==> src/rtl/lsc_pkg.sv <==
package lsc_pkg;
    localparam int unsigned NUM_SW     = 8;
    localparam int unsigned CODE_W     = 3;
    localparam int unsigned SYNC_DEPTH = 2;

    typedef logic [NUM_SW-1:0] sw_mask_t;

    typedef enum logic [CODE_W-1:0] {
        CMD_OFF        = 3'd0,
        CMD_TALK       = 3'd1,
        CMD_TIN_MON    = 3'd2,
        CMD_TOUT_MON   = 3'd3,
        CMD_TIN_TOUT   = 3'd4,
        CMD_TIN_BRIDGE = 3'd5,
        CMD_RSV6       = 3'd6,
        CMD_RSV7       = 3'd7
    } cmd_e;

    typedef enum logic [1:0] {
        ST_LOCKOUT  = 2'd0,
        ST_ARM_WAIT = 2'd1,
        ST_RUN      = 2'd2,
        ST_THERMAL  = 2'd3
    } ctl_state_e;

    // switch pairs, bit i drives SW(i+1)
    localparam sw_mask_t GRP_BREAK  = 8'b0000_0011;
    localparam sw_mask_t GRP_TOUT   = 8'b0000_1100;
    localparam sw_mask_t GRP_TIN    = 8'b0011_0000;
    localparam sw_mask_t GRP_BRIDGE = 8'b1100_0000;
endpackage

==> src/rtl/lsc_sync.sv <==
module lsc_sync #(
    parameter int unsigned WIDTH     = 1,
    parameter int unsigned STAGES    = 2,
    parameter logic [WIDTH-1:0] RST_VAL = '0
) (
    input  logic             clk,
    input  logic             rst_n,
    input  logic [WIDTH-1:0] async_i,
    output logic [WIDTH-1:0] sync_o
);
    logic [WIDTH-1:0] stage_q [STAGES];

    always_ff @(posedge clk or negedge rst_n) begin
        if (!rst_n) stage_q[0] <= RST_VAL;
        else        stage_q[0] <= async_i;
    end

    for (genvar s = 1; s < STAGES; s++) begin : g_stage
        always_ff @(posedge clk or negedge rst_n) begin
            if (!rst_n) stage_q[s] <= RST_VAL;
            else        stage_q[s] <= stage_q[s-1];
        end
    end

    assign sync_o = stage_q[STAGES-1];
endmodule

==> src/rtl/lsc_cmd_latch.sv <==
module lsc_cmd_latch
    import lsc_pkg::*;
(
    input  logic              clk,
    input  logic              rst_n,
    input  logic [CODE_W-1:0] cmd_i,
    input  logic              hold_i,
    input  logic              block_i,
    output logic [CODE_W-1:0] code_o,
    output logic [CODE_W-1:0] q_o
);
    logic open_w;

    assign open_w = !hold_i && !block_i;

    always_ff @(posedge clk or negedge rst_n) begin
        if (!rst_n)      q_o <= CMD_OFF;
        else if (open_w) q_o <= cmd_i;
    end

    // transparent path while open, stored value otherwise
    assign code_o = open_w ? cmd_i : q_o;
endmodule

==> src/rtl/lsc_decode.sv <==
module lsc_decode
    import lsc_pkg::*;
(
    input  logic [CODE_W-1:0] code_i,
    output sw_mask_t          mask_o
);
    always_comb begin
        unique case (cmd_e'(code_i))
            CMD_TALK:       mask_o = GRP_BREAK;
            CMD_TIN_MON:    mask_o = GRP_BREAK | GRP_TIN;
            CMD_TOUT_MON:   mask_o = GRP_BREAK | GRP_TOUT;
            CMD_TIN_TOUT:   mask_o = GRP_TOUT  | GRP_TIN;
            CMD_TIN_BRIDGE: mask_o = GRP_TIN   | GRP_BRIDGE;
            CMD_OFF, CMD_RSV6, CMD_RSV7: mask_o = '0;
            default:        mask_o = '0;
        endcase
    end
endmodule

==> src/rtl/lsc_fsm.sv <==
module lsc_fsm
    import lsc_pkg::*;
(
    input  logic     clk,
    input  logic     rst_n,
    input  logic     uvlo_s,
    input  logic     tsd_s,
    input  logic     hold_i,
    input  sw_mask_t mask_i,
    output sw_mask_t sw_o
);
    ctl_state_e state_q, state_d;

    always_comb begin
        state_d = state_q;
        unique case (state_q)
            ST_LOCKOUT:  state_d = uvlo_s ? ST_LOCKOUT : ST_ARM_WAIT;
            ST_ARM_WAIT: begin
                if (uvlo_s)       state_d = ST_LOCKOUT;
                else if (!hold_i) state_d = tsd_s ? ST_THERMAL : ST_RUN;
            end
            ST_RUN: begin
                if (uvlo_s)     state_d = ST_LOCKOUT;
                else if (tsd_s) state_d = ST_THERMAL;
            end
            ST_THERMAL: begin
                if (uvlo_s)      state_d = ST_LOCKOUT;
                else if (!tsd_s) state_d = ST_RUN;
            end
            default: state_d = ST_LOCKOUT;
        endcase
    end

    always_ff @(posedge clk or negedge rst_n) begin
        if (!rst_n) state_q <= ST_LOCKOUT;
        else        state_q <= state_d;
    end

    always_ff @(posedge clk or negedge rst_n) begin
        if (!rst_n)                  sw_o <= '0;
        else if (state_d == ST_RUN)  sw_o <= mask_i;
        else                         sw_o <= '0;
    end
endmodule

==> src/rtl/line_switch_ctrl.sv <==
module line_switch_ctrl
    import lsc_pkg::*;
(
    input  logic              clk,
    input  logic              rst_n,
    input  logic [CODE_W-1:0] cmd_i,
    input  logic              latch_hold,
    input  logic              uvlo_i,
    input  logic              tsd_n_i,
    output logic [NUM_SW-1:0] sw_o
);
    logic [1:0]        flt_sync;
    logic              uvlo_s;
    logic              tsd_s;
    logic [CODE_W-1:0] lat_code;
    logic [CODE_W-1:0] lat_q;
    sw_mask_t          dec_mask;

    lsc_sync #(
        .WIDTH  (2),
        .STAGES (SYNC_DEPTH),
        .RST_VAL(2'b11)
    ) u_sync (
        .clk    (clk),
        .rst_n  (rst_n),
        .async_i({uvlo_i, tsd_n_i}),
        .sync_o (flt_sync)
    );

    assign uvlo_s = flt_sync[1];
    assign tsd_s  = !flt_sync[0];

    lsc_cmd_latch u_latch (
        .clk    (clk),
        .rst_n  (rst_n),
        .cmd_i  (cmd_i),
        .hold_i (latch_hold),
        .block_i(uvlo_s),
        .code_o (lat_code),
        .q_o    (lat_q)
    );

    lsc_decode u_dec (
        .code_i(lat_code),
        .mask_o(dec_mask)
    );

    lsc_fsm u_fsm (
        .clk   (clk),
        .rst_n (rst_n),
        .uvlo_s(uvlo_s),
        .tsd_s (tsd_s),
        .hold_i(latch_hold),
        .mask_i(dec_mask),
        .sw_o  (sw_o)
    );
endmodule

==> config.mk <==
export PLATFORM = sky130hd
export DESIGN_NAME = line_switch_ctrl
export DESIGN_NICKNAME = d
export VERILOG_FILES = /design/src/rtl/lsc_pkg.sv /design/src/rtl/lsc_sync.sv /design/src/rtl/lsc_cmd_latch.sv /design/src/rtl/lsc_decode.sv /design/src/rtl/lsc_fsm.sv /design/src/rtl/line_switch_ctrl.sv
export SDC_FILE = /design/constraint.sdc
export NUM_CORES = 1
export LEC_CHECK = 0
export CORE_AREA = 2 2 39 41
export CTS_CLUSTER_DIAMETER = 50
export DETAILED_ROUTE_END_ITERATION = 16
export DIE_AREA = 0 0 41 43
export DONT_BUFFER_PORTS = 1
export GPL_ROUTABILITY_DRIVEN = 0
export GPL_TIMING_DRIVEN = 0
export PLACE_DENSITY = 0.67
export REMOVE_ABC_BUFFERS = 1
export SLEW_MARGIN = 20
export SYNTH_ARGS = -nofsm -noshare
export SYNTH_HDL_FRONTEND = slang
export SYNTH_SLANG_ARGS = --single-unit
export TNS_END_PERCENT = 10
==> constraint.sdc <==
create_clock -name clk -period 3.46 [get_ports clk]
set_input_delay 0.519 -clock clk [delete_from_list [all_inputs] [get_ports clk]]
set_output_delay 0.519 -clock clk [all_outputs]
set_load 0.02 [all_outputs]
Word level (Yosys, flattened, before mapping)
Memory sizes are Yosys's and may differ from the RTL's.
Cells that the tools add are included.
- multiplexer cells: 11
- eq/ne operators: 4
- reduce and logical (&&, ||, !) cells: 4
- operator list (kind ; number):
    2-bit 2-to-1 mux ; 6
    8-bit 2-to-1 mux ; 1
    2-bit case mux with 4 select lines ; 1
    2-bit == test, second input constant ; 3
    3-bit 2-to-1 mux ; 1
    2-bit by 1-bit == test with 1-bit output, second input constant ; 1
    1-bit logical NOT ; 2
    2-bit logical NOT ; 1
    1-bit 2-to-1 mux ; 2
    1-bit logical AND ; 1
- ROM bits: 64
- memories kept: 1
- logic and storage cells: 25
- input port bits: 8
- register bits after elaboration: 17
- output and inout port bits: 8
- memories (memory ; depth ; bits a word ; read ports ; clocked after Yosys merged registers in ; wr ports ; line ; RTL):
    (no name shown) ; 8 ; 8 ; 1 ; 0 ; 0 ; lsc_decode.sv:8 ; unique case (cmd_e'(code_i))

Longest topological paths before layout
Gate-level depths: netlist of the first run.
- depth after elaboration: 6
- depth in mapped cells: 5
- gate-level depth less buffers: 4

By module
From an unflattened synthesis of the first run, not the netlist that was laid out.
- cells, all modules: 61
- area total of the unflattened synthesis: 793.3 um^2
- modules (own cells, without submodules) (module ; area an instance (um^2) ; sequential area each (um^2) ; times used ; cells an instance):
    lsc_fsm ; 475.5 ; 250.2 ; 1 ; 35
    lsc_sync ; 120.1 ; 105.1 ; 1 ; 6
    lsc_cmd_latch ; 115.1 ; 75.1 ; 1 ; 7
    lsc_decode ; 78.8 ; 0.0 ; 1 ; 12
    line_switch_ctrl ; 3.8 ; 0.0 ; 1 ; 1

Worst setup path before layout of the first run
OpenSTA, ideal clock, no wires.
- path kind: in2reg
- start point: in latch_hold
- end point: reg u_fsm.sw_o[5]
- path buffers: 0
- cell stages on the path: 3
- path slack: 2100 ps
- arrival time: 1266 ps
- path through: or3b_1 > and2_2 > a211oi_1
- longest elaborated chain between the ends: 5
- ends and longest elaborated chain (element ; line ; RTL):
    start: declaration ; line_switch_ctrl.sv:7 ; input logic latch_hold,
    1-bit logical NOT or 2-bit 2-to-1 mux (tied branches) ; n/a ;
    1-bit logical AND or 2-bit 2-to-1 mux (tied branches) ; lsc_cmd_latch.sv:14, lsc_fsm.sv:19 ;
    3-bit 2-to-1 mux or 2-bit case mux with 4 select lines (tied branches) ; n/a ;
    memory read 8 x 8 bit or 2-bit == test (tied branches) ; n/a ;
    8-bit 2-to-1 mux * ; lsc_fsm.sv:41 ; else if (state_d == ST_RUN) sw_o <= mask_i;
    end signal: assignment ; lsc_fsm.sv:41 ;
    end: declaration ; lsc_fsm.sv:10 ; output sw_mask_t sw_o
Every way passes the cells marked *; elsewhere a longest branch is shown, timed or not.

Worst setup path after layout of the first run
- start point: reg u_sync.stage_q (netlist bit u_sync.sync_o[1])
- end point: reg u_fsm.sw_o[1]
- longest elaborated chain between the ends: 5
- ends and longest elaborated chain (element ; line ; RTL):
    start: declaration ; lsc_sync.sv:11 ; logic [WIDTH-1:0] stage_q [STAGES];
    start signal: indexed assignment ; lsc_sync.sv:21 ; else stage_q[s] <= stage_q[s-1];
    1-bit logical NOT ; lsc_cmd_latch.sv:14 ; assign open_w = !hold_i && !block_i;
    1-bit logical AND ; lsc_cmd_latch.sv:14 ;
    3-bit 2-to-1 mux ; n/a ;
    named net lat_code[2] ; line_switch_ctrl.sv:15 ; logic [CODE_W-1:0] lat_code;
    memory read 8 x 8 bit ; n/a ;
    8-bit 2-to-1 mux ; lsc_fsm.sv:41 ;
The timed path passes the listed nets, and every way through them passes these cells.

==> metrics.yaml, run 1 <==
timing:
  final_max_slew_viol_count: 0
  slew_headroom_pct: 71.5
  setup_viol: 0
  rsz0062_at_grt: "no"
  worst_slew_pin_slew_ns: 0.426
  period_share_pct: 43.4
  timing.fmax_ghz: 0.666
  clock_skew_ns: 0.0132
  fin_tns_setup_ns: 0
  layout_min_cycle_time_ns: 1.50
  hold_viol_final: 0
worst_setup_path:
  path_cells: "or2_1 -> mux2i_4 -> inv_2 -> a211oi_2"
  cp_top_family: "flip-flops"
  reg2reg_from: "u_sync.sync_o[1]"
  start_kind: "flip-flop"
  end_kind: "flip-flop"
  cp.arrival_ns: 1.70
  crit_type: "reg2reg"
  critPathMaxFanout: 8
  worstPathRequired_ns: 3.66
  max_stage_delay_ns: 0.60
  crit_start: "u_sync.sync_o[1]"
  crit_slowest_cell: "dfstp_2"
  crit_buf_inv: 1
finish:
  fin_nets: 55
  layout_commonest_cell: "dfrtp_1"
  utilization_pct: 42.5
  regArea_um2: 330
  drive_gt1_share_pct: 26.1
  final_cell_mix: "dfrtp_1 (9), inv_1 (4), dfstp_2 (4), clkbuf_4 (3)"
  syn2layout_area_growth_pct: 2.62
  fillers: 126
  diodes: 0
  multi_input_area_um2: 183
synthesis:
  syn_area_um2: 573
  synth_ff_type: "dfrtp_1"
  synth-seq-cells: 13
  syn_inst: 46
  syn_avg_cell_area_um2: 12.5
  synthArstFlopShare_pct: 100
  ys_warn_count: 0
  yosysSeqAreaShare_pct: 57.6
  synth-edff-count: 0
  synth_cell_types: 24
die:
  dieWidth_um: 41
  fp.coreArea_um2: 1380
  core.rowCount: 14
  fp.dieH_um: 43
  die_area_um2: 1760
  pin_count: 16
  start_util_pct: 41.4
route:
  vias: 332
  drc: 0
  routed_wl_um: 914
  wl_per_cell_um: 14.7
  final_antenna_net_count: 0
  firstDrtPassIters: 4
  drtIter0Drc: 5
  via_per_inst: 5.35
clocking:
  cts_inserted_buffers: 3
  insertion_delay_ns: 0.28
  clock_path_buffers: 2
  clk_pin_slew_worst_paths_ns: 0.09
  clock_sinks: 13
  root_buffer: "clkbuf_4"
  cts.htree.levels: 1
  cts_tree: "built"
  cts_resized: 0
power:
  p_leak_nw: 0.254
  vdd_drop_max_mv: 0.216
  p_per_area_nw_per_um2: 513
placement:
  dp_hpwl_um: 652
  io_buffers: 0
grt:
  grt_max_degree: 10
  grt_usage_pct: 13.3
  grt_antenna_before_repair: 0
  grt_pass1_vias: 321
  grt_overflow: 0
  grt_pass1_wl_mm: 1.43
run:
  drv_cap: 0
run_status:
  outcome: "finished, final reports clean"
worst_hold_path:
  hp-class: "in2async"
## what timing repair did
action / in CTS / in global routing
setup buffers: 0 / 0
hold endpoints to repair: 9 / 0
endpoints found under the setup margin: 0 / 0
hold buffers: 1 / 0
## worst paths after layout
path | cells after the start | slack (ns) | endpoint
worst min register to register | 0 | 0.36 | u_sync.sync_o[0]
worst max register to register | 4 | 1.96 | u_fsm.sw_o[1]
min in group clk | 0 | 0.24 | u_sync.stage_q[3]
worst min-delay path | 0 | 0.09 | u_sync.sync_o[0]
worst max-delay path | 4 | 1.96 | u_fsm.sw_o[1]
max in group asynchronous | 1 | 2.54 | u_fsm.state_q[0]
## cell type report
class	count	area share, %
Sequential cell	13	56.2
Multi-Input combinational cell	23	31.1
Clock buffer	4	4.47
Tap cell	16	3.40
Inverter	5	3.19
Timing Repair Buffer	1	1.70
## through the flow
stage               worst slack, ns  total power (W)  hold WS, ns  area (um2)  cells
finish                         1.96         0.000302       0.0896         588     62
global placement               1.97         0.000207        0.224         552     57
detailed placement             1.97         0.000209        0.224         552     57
CTS                            1.94         0.000307       0.0737         588     62
global route                   1.83         0.000317       0.0700         588     62
floorplan                      2.08         0.000203        0.223         532     41
## cell usage after synthesis (2+ instances only)
cell type | n | area share (%)
dfrtp_1 | 9 | 39
nor4b_1 | 2 | 3.1
inv_1 | 4 | 2.6
a211oi_1 | 2 | 2.6
buf_4 | 4 | 5.2
nor4_1 | 2 | 2.2
dfstp_2 | 4 | 18
nor2b_1 | 2 | 2.2
a221oi_1 | 2 | 3.1
## worst register-to-register path, stage by stage, from the launching register on
cell and delay, ns:
dfstp_2 0.60, or2_1 0.27, mux2i_4 0.32, inv_2 0.06, a211oi_2 0.18
## cell families (layout without fill, tap and decap cells)
group           count (synthesis)  in the layout  share of synthesized area [%]
compound gates                  9              9                           12.0
buf+inv                        10             10                           10.5
mux                             2              2                           5.68
flops                          13             13                           57.6
simple gates                   12             12                           14.2
## metal layers
metal | vias to the layer above | part of all wire (%) | wire (um) | track usage [%]
met2 | 9 | 51 | 465 | 17.8
met3 | 2 | 6.9 | 63 | 3.66
met5 | - | 0 | 0 | 0
met1 | 162 | 41 | 374 | 16.3
met4 | 0 | 1.2 | 11 | 12.0
li1 | 159 | - | - | -
## power by group
part	total [W]	switching (W)	internal, W
Clock	0.0000929	0.0000483	0.0000446
Sequential	0.000176	0.0000117	0.000164
Combinational	0.0000330	0.0000178	0.0000152
## registers in the layout, summed over array words and instances (netlist names)
signal          cells
u_fsm.sw_o          4
u_fsm.state_q       2
u_sync.sync_o       2
u_sync.stage_q      2
u_latch.q_o         3
No activity file was read; power rests on OpenSTA's default activity.
==> run 2, diff against run 1 <==
Settings changed: PLACE_DENSITY 0.67 to 0.69.
Clock period 3.46 ns to 1.3 ns, I/O delays scaled along.
==> run 2 against run 1 <==
Effect of this change: the flow now finishes with violations (setup timing); count of clock-buffer cells in the layout stayed put; largest power group unchanged; critical path type unchanged; combinational power grew to 4.1 times the previous value; final cell count is 9.7% higher; critical path depth stayed put; core utilization is 6.3 points higher; clock power grew to 2.6 times the previous value; power grew to 2.8 times the previous value; largest cell class unchanged; clock skew is 0.0065 ns lower; sequential power grew to 2.7 times the previous value; sequential share of layout area is 7.3 points lower; setup slack worse by 2.0 ns; hold slack worse by 0.011 ns.
==> metrics.yaml, run 2 (same netlist as run 1, synthesis figures left out) <==
worst_setup_path:
  critPathMaxFanout: 5
  worstPathRequired_ns: 1.47
  cp_top_family: "simple AND/OR/NAND/NOR gates"
  start_kind: "flip-flop"
  path_cells: "o21ai_1 -> and2_4 -> inv_2 -> nor4_2"
  crit_buf_inv: 1
  rrSetupSlack_ns: -0.03
  crit_type: "reg2reg"
  max_stage_delay_ns: 0.40
  cp.arrival_ns: 1.49
  end_kind: "flip-flop"
  crit_slowest_cell: "dfstp_2"
route:
  firstDrtPassIters: 2
  via_per_inst: 5.31
  vias: 361
  wl_per_cell_um: 14.9
  drtIter0Drc: 5
  routed_wl_mm: 1.01
  drc: 0
  final_antenna_net_count: 0
placement:
  dp_hpwl_um: 683
  post-place-cells: 57
  io_buffers: 0
  dp_worst_setup_slack_ns: -0.199
power:
  p_per_area_nw_per_um2: 1250
  vdd_drop_max_mv: 0.552
  power_w: 0.000845
  p_leak_nw: 0.283
clocking:
  clk_pin_slew_worst_paths_ns: 0.08
  cts.htree.levels: 1
  clock_sinks: 13
  cts_tree: "built"
  clock_path_buffers: 2
  insertion_delay_ns: 0.27
  cts_inserted_buffers: 3
  root_buffer: "clkbuf_4"
run_status:
  outcome: "finished, violations left"
  failed_checks: "setup timing"
finish:
  fin_nets: 61
  diodes: 0
  regMostFlops: "u_fsm.sw_o"
  layoutNonFillerInstCount: 68
  drive_gt1_share_pct: 46.2
  largest_reg_flops: 4
  syn2layout_area_growth_pct: 17.9
  reg_top3: "u_fsm.sw_o (4), u_latch.q_o (3)"
  final_cell_mix: "dfrtp_1 (9), dfstp_2 (4)"
  layout_commonest_cell: "dfrtp_1"
timing:
  slew_headroom_pct: 62.6
  layout_min_cycle_time_ns: 1.33
  clock_skew_ns: 0.00673
  period_share_pct: 102
  final_max_slew_viol_count: 0
  hold_viol_final: 0
  rsz0062_at_grt: "yes"
  worst_slew_pin_slew_ns: 0.560
  setup_viol: 2
  holdWs_ns: 0.0785
  setup_slack_ns: -0.0251
  timing.fmax_ghz: 0.755
grt:
  grt_max_degree: 14
  grt_usage_pct: 14.4
  grt_antenna_before_repair: 0
  grt_pass1_vias: 397
  grt_overflow: 0
  grt_pass1_wl_mm: 1.68
die:
  die_area_um2: 1760
  fp.dieH_um: 43
  dieWidth_um: 41
  core.rowCount: 14
  pin_count: 16
  start_util_pct: 41.4
  fp.coreArea_um2: 1380
worst_hold_path:
  hp-class: "in2reg"
run:
  drv_cap: 0
[run 2: power by group]
| part | leakage [nW] | total [W] | switching (W) | internal [W] |
|---|---|---|---|---|
| Combinational | 0.109 | 0.000134 | 0.0000651 | 0.0000691 |
| Sequential | 0.159 | 0.000468 | 0.0000311 | 0.000437 |
| Clock | 0.0150 | 0.000243 | 0.000125 | 0.000119 |
[run 2: cell type report]
class / instances / area [um2]
Fill cell: 131 / 708
Sequential cell: 13 / 330
Multi-Input combinational cell: 23 / 216
Timing Repair Buffer: 7 / 63.8
Clock buffer: 4 / 26.3
Tap cell: 16 / 20.0
Inverter: 5 / 18.8
[run 2: timing repair]
item	in CTS	in global routing
hold endpoints to repair	15	0
setup endpoints to repair	6	5
gates cloned	0	0
pin swaps	3	1
buffers inserted	4	0
gates resized for setup	10	1
hold buffers	3	0
[run 2: path summary, 6_finish.rpt]
check                             startpoint  depth (start not counted)                to
min in group asynchronous              rst_n                          1     u_fsm.sw_o[5]
setup / recovery            u_sync.sync_o[1]                          4     u_fsm.sw_o[6]
hold / removal                      cmd_i[2]                          2    u_latch.q_o[2]
setup reg to reg            u_sync.sync_o[1]                          4     u_fsm.sw_o[6]
max in group asynchronous              rst_n                          1  u_sync.sync_o[0]
hold reg to reg            u_sync.stage_q[3]                          0  u_sync.sync_o[1]
[run 2: routing by layer]
layer  track usage, %  wire, um  vias up
met2             21.6       531        7
li1                 -         -      175
met3             4.71        37        0
met1             18.0       442      179
met4             6.67         0        0
met5                0         0        -
[run 2: metrics by stage]
stage | utilization (%) | area [um2] | TNS (ns)
after CTS | 48.4 | 669 | -0.0330
after detailed placement | 39.9 | 552 | -0.710
after global placement | 39.9 | 552 | -0.589
after global routing | 48.8 | 676 | -0.205
after floorplan | - | 532 | -0.0954
final | 48.8 | 676 | -0.0281
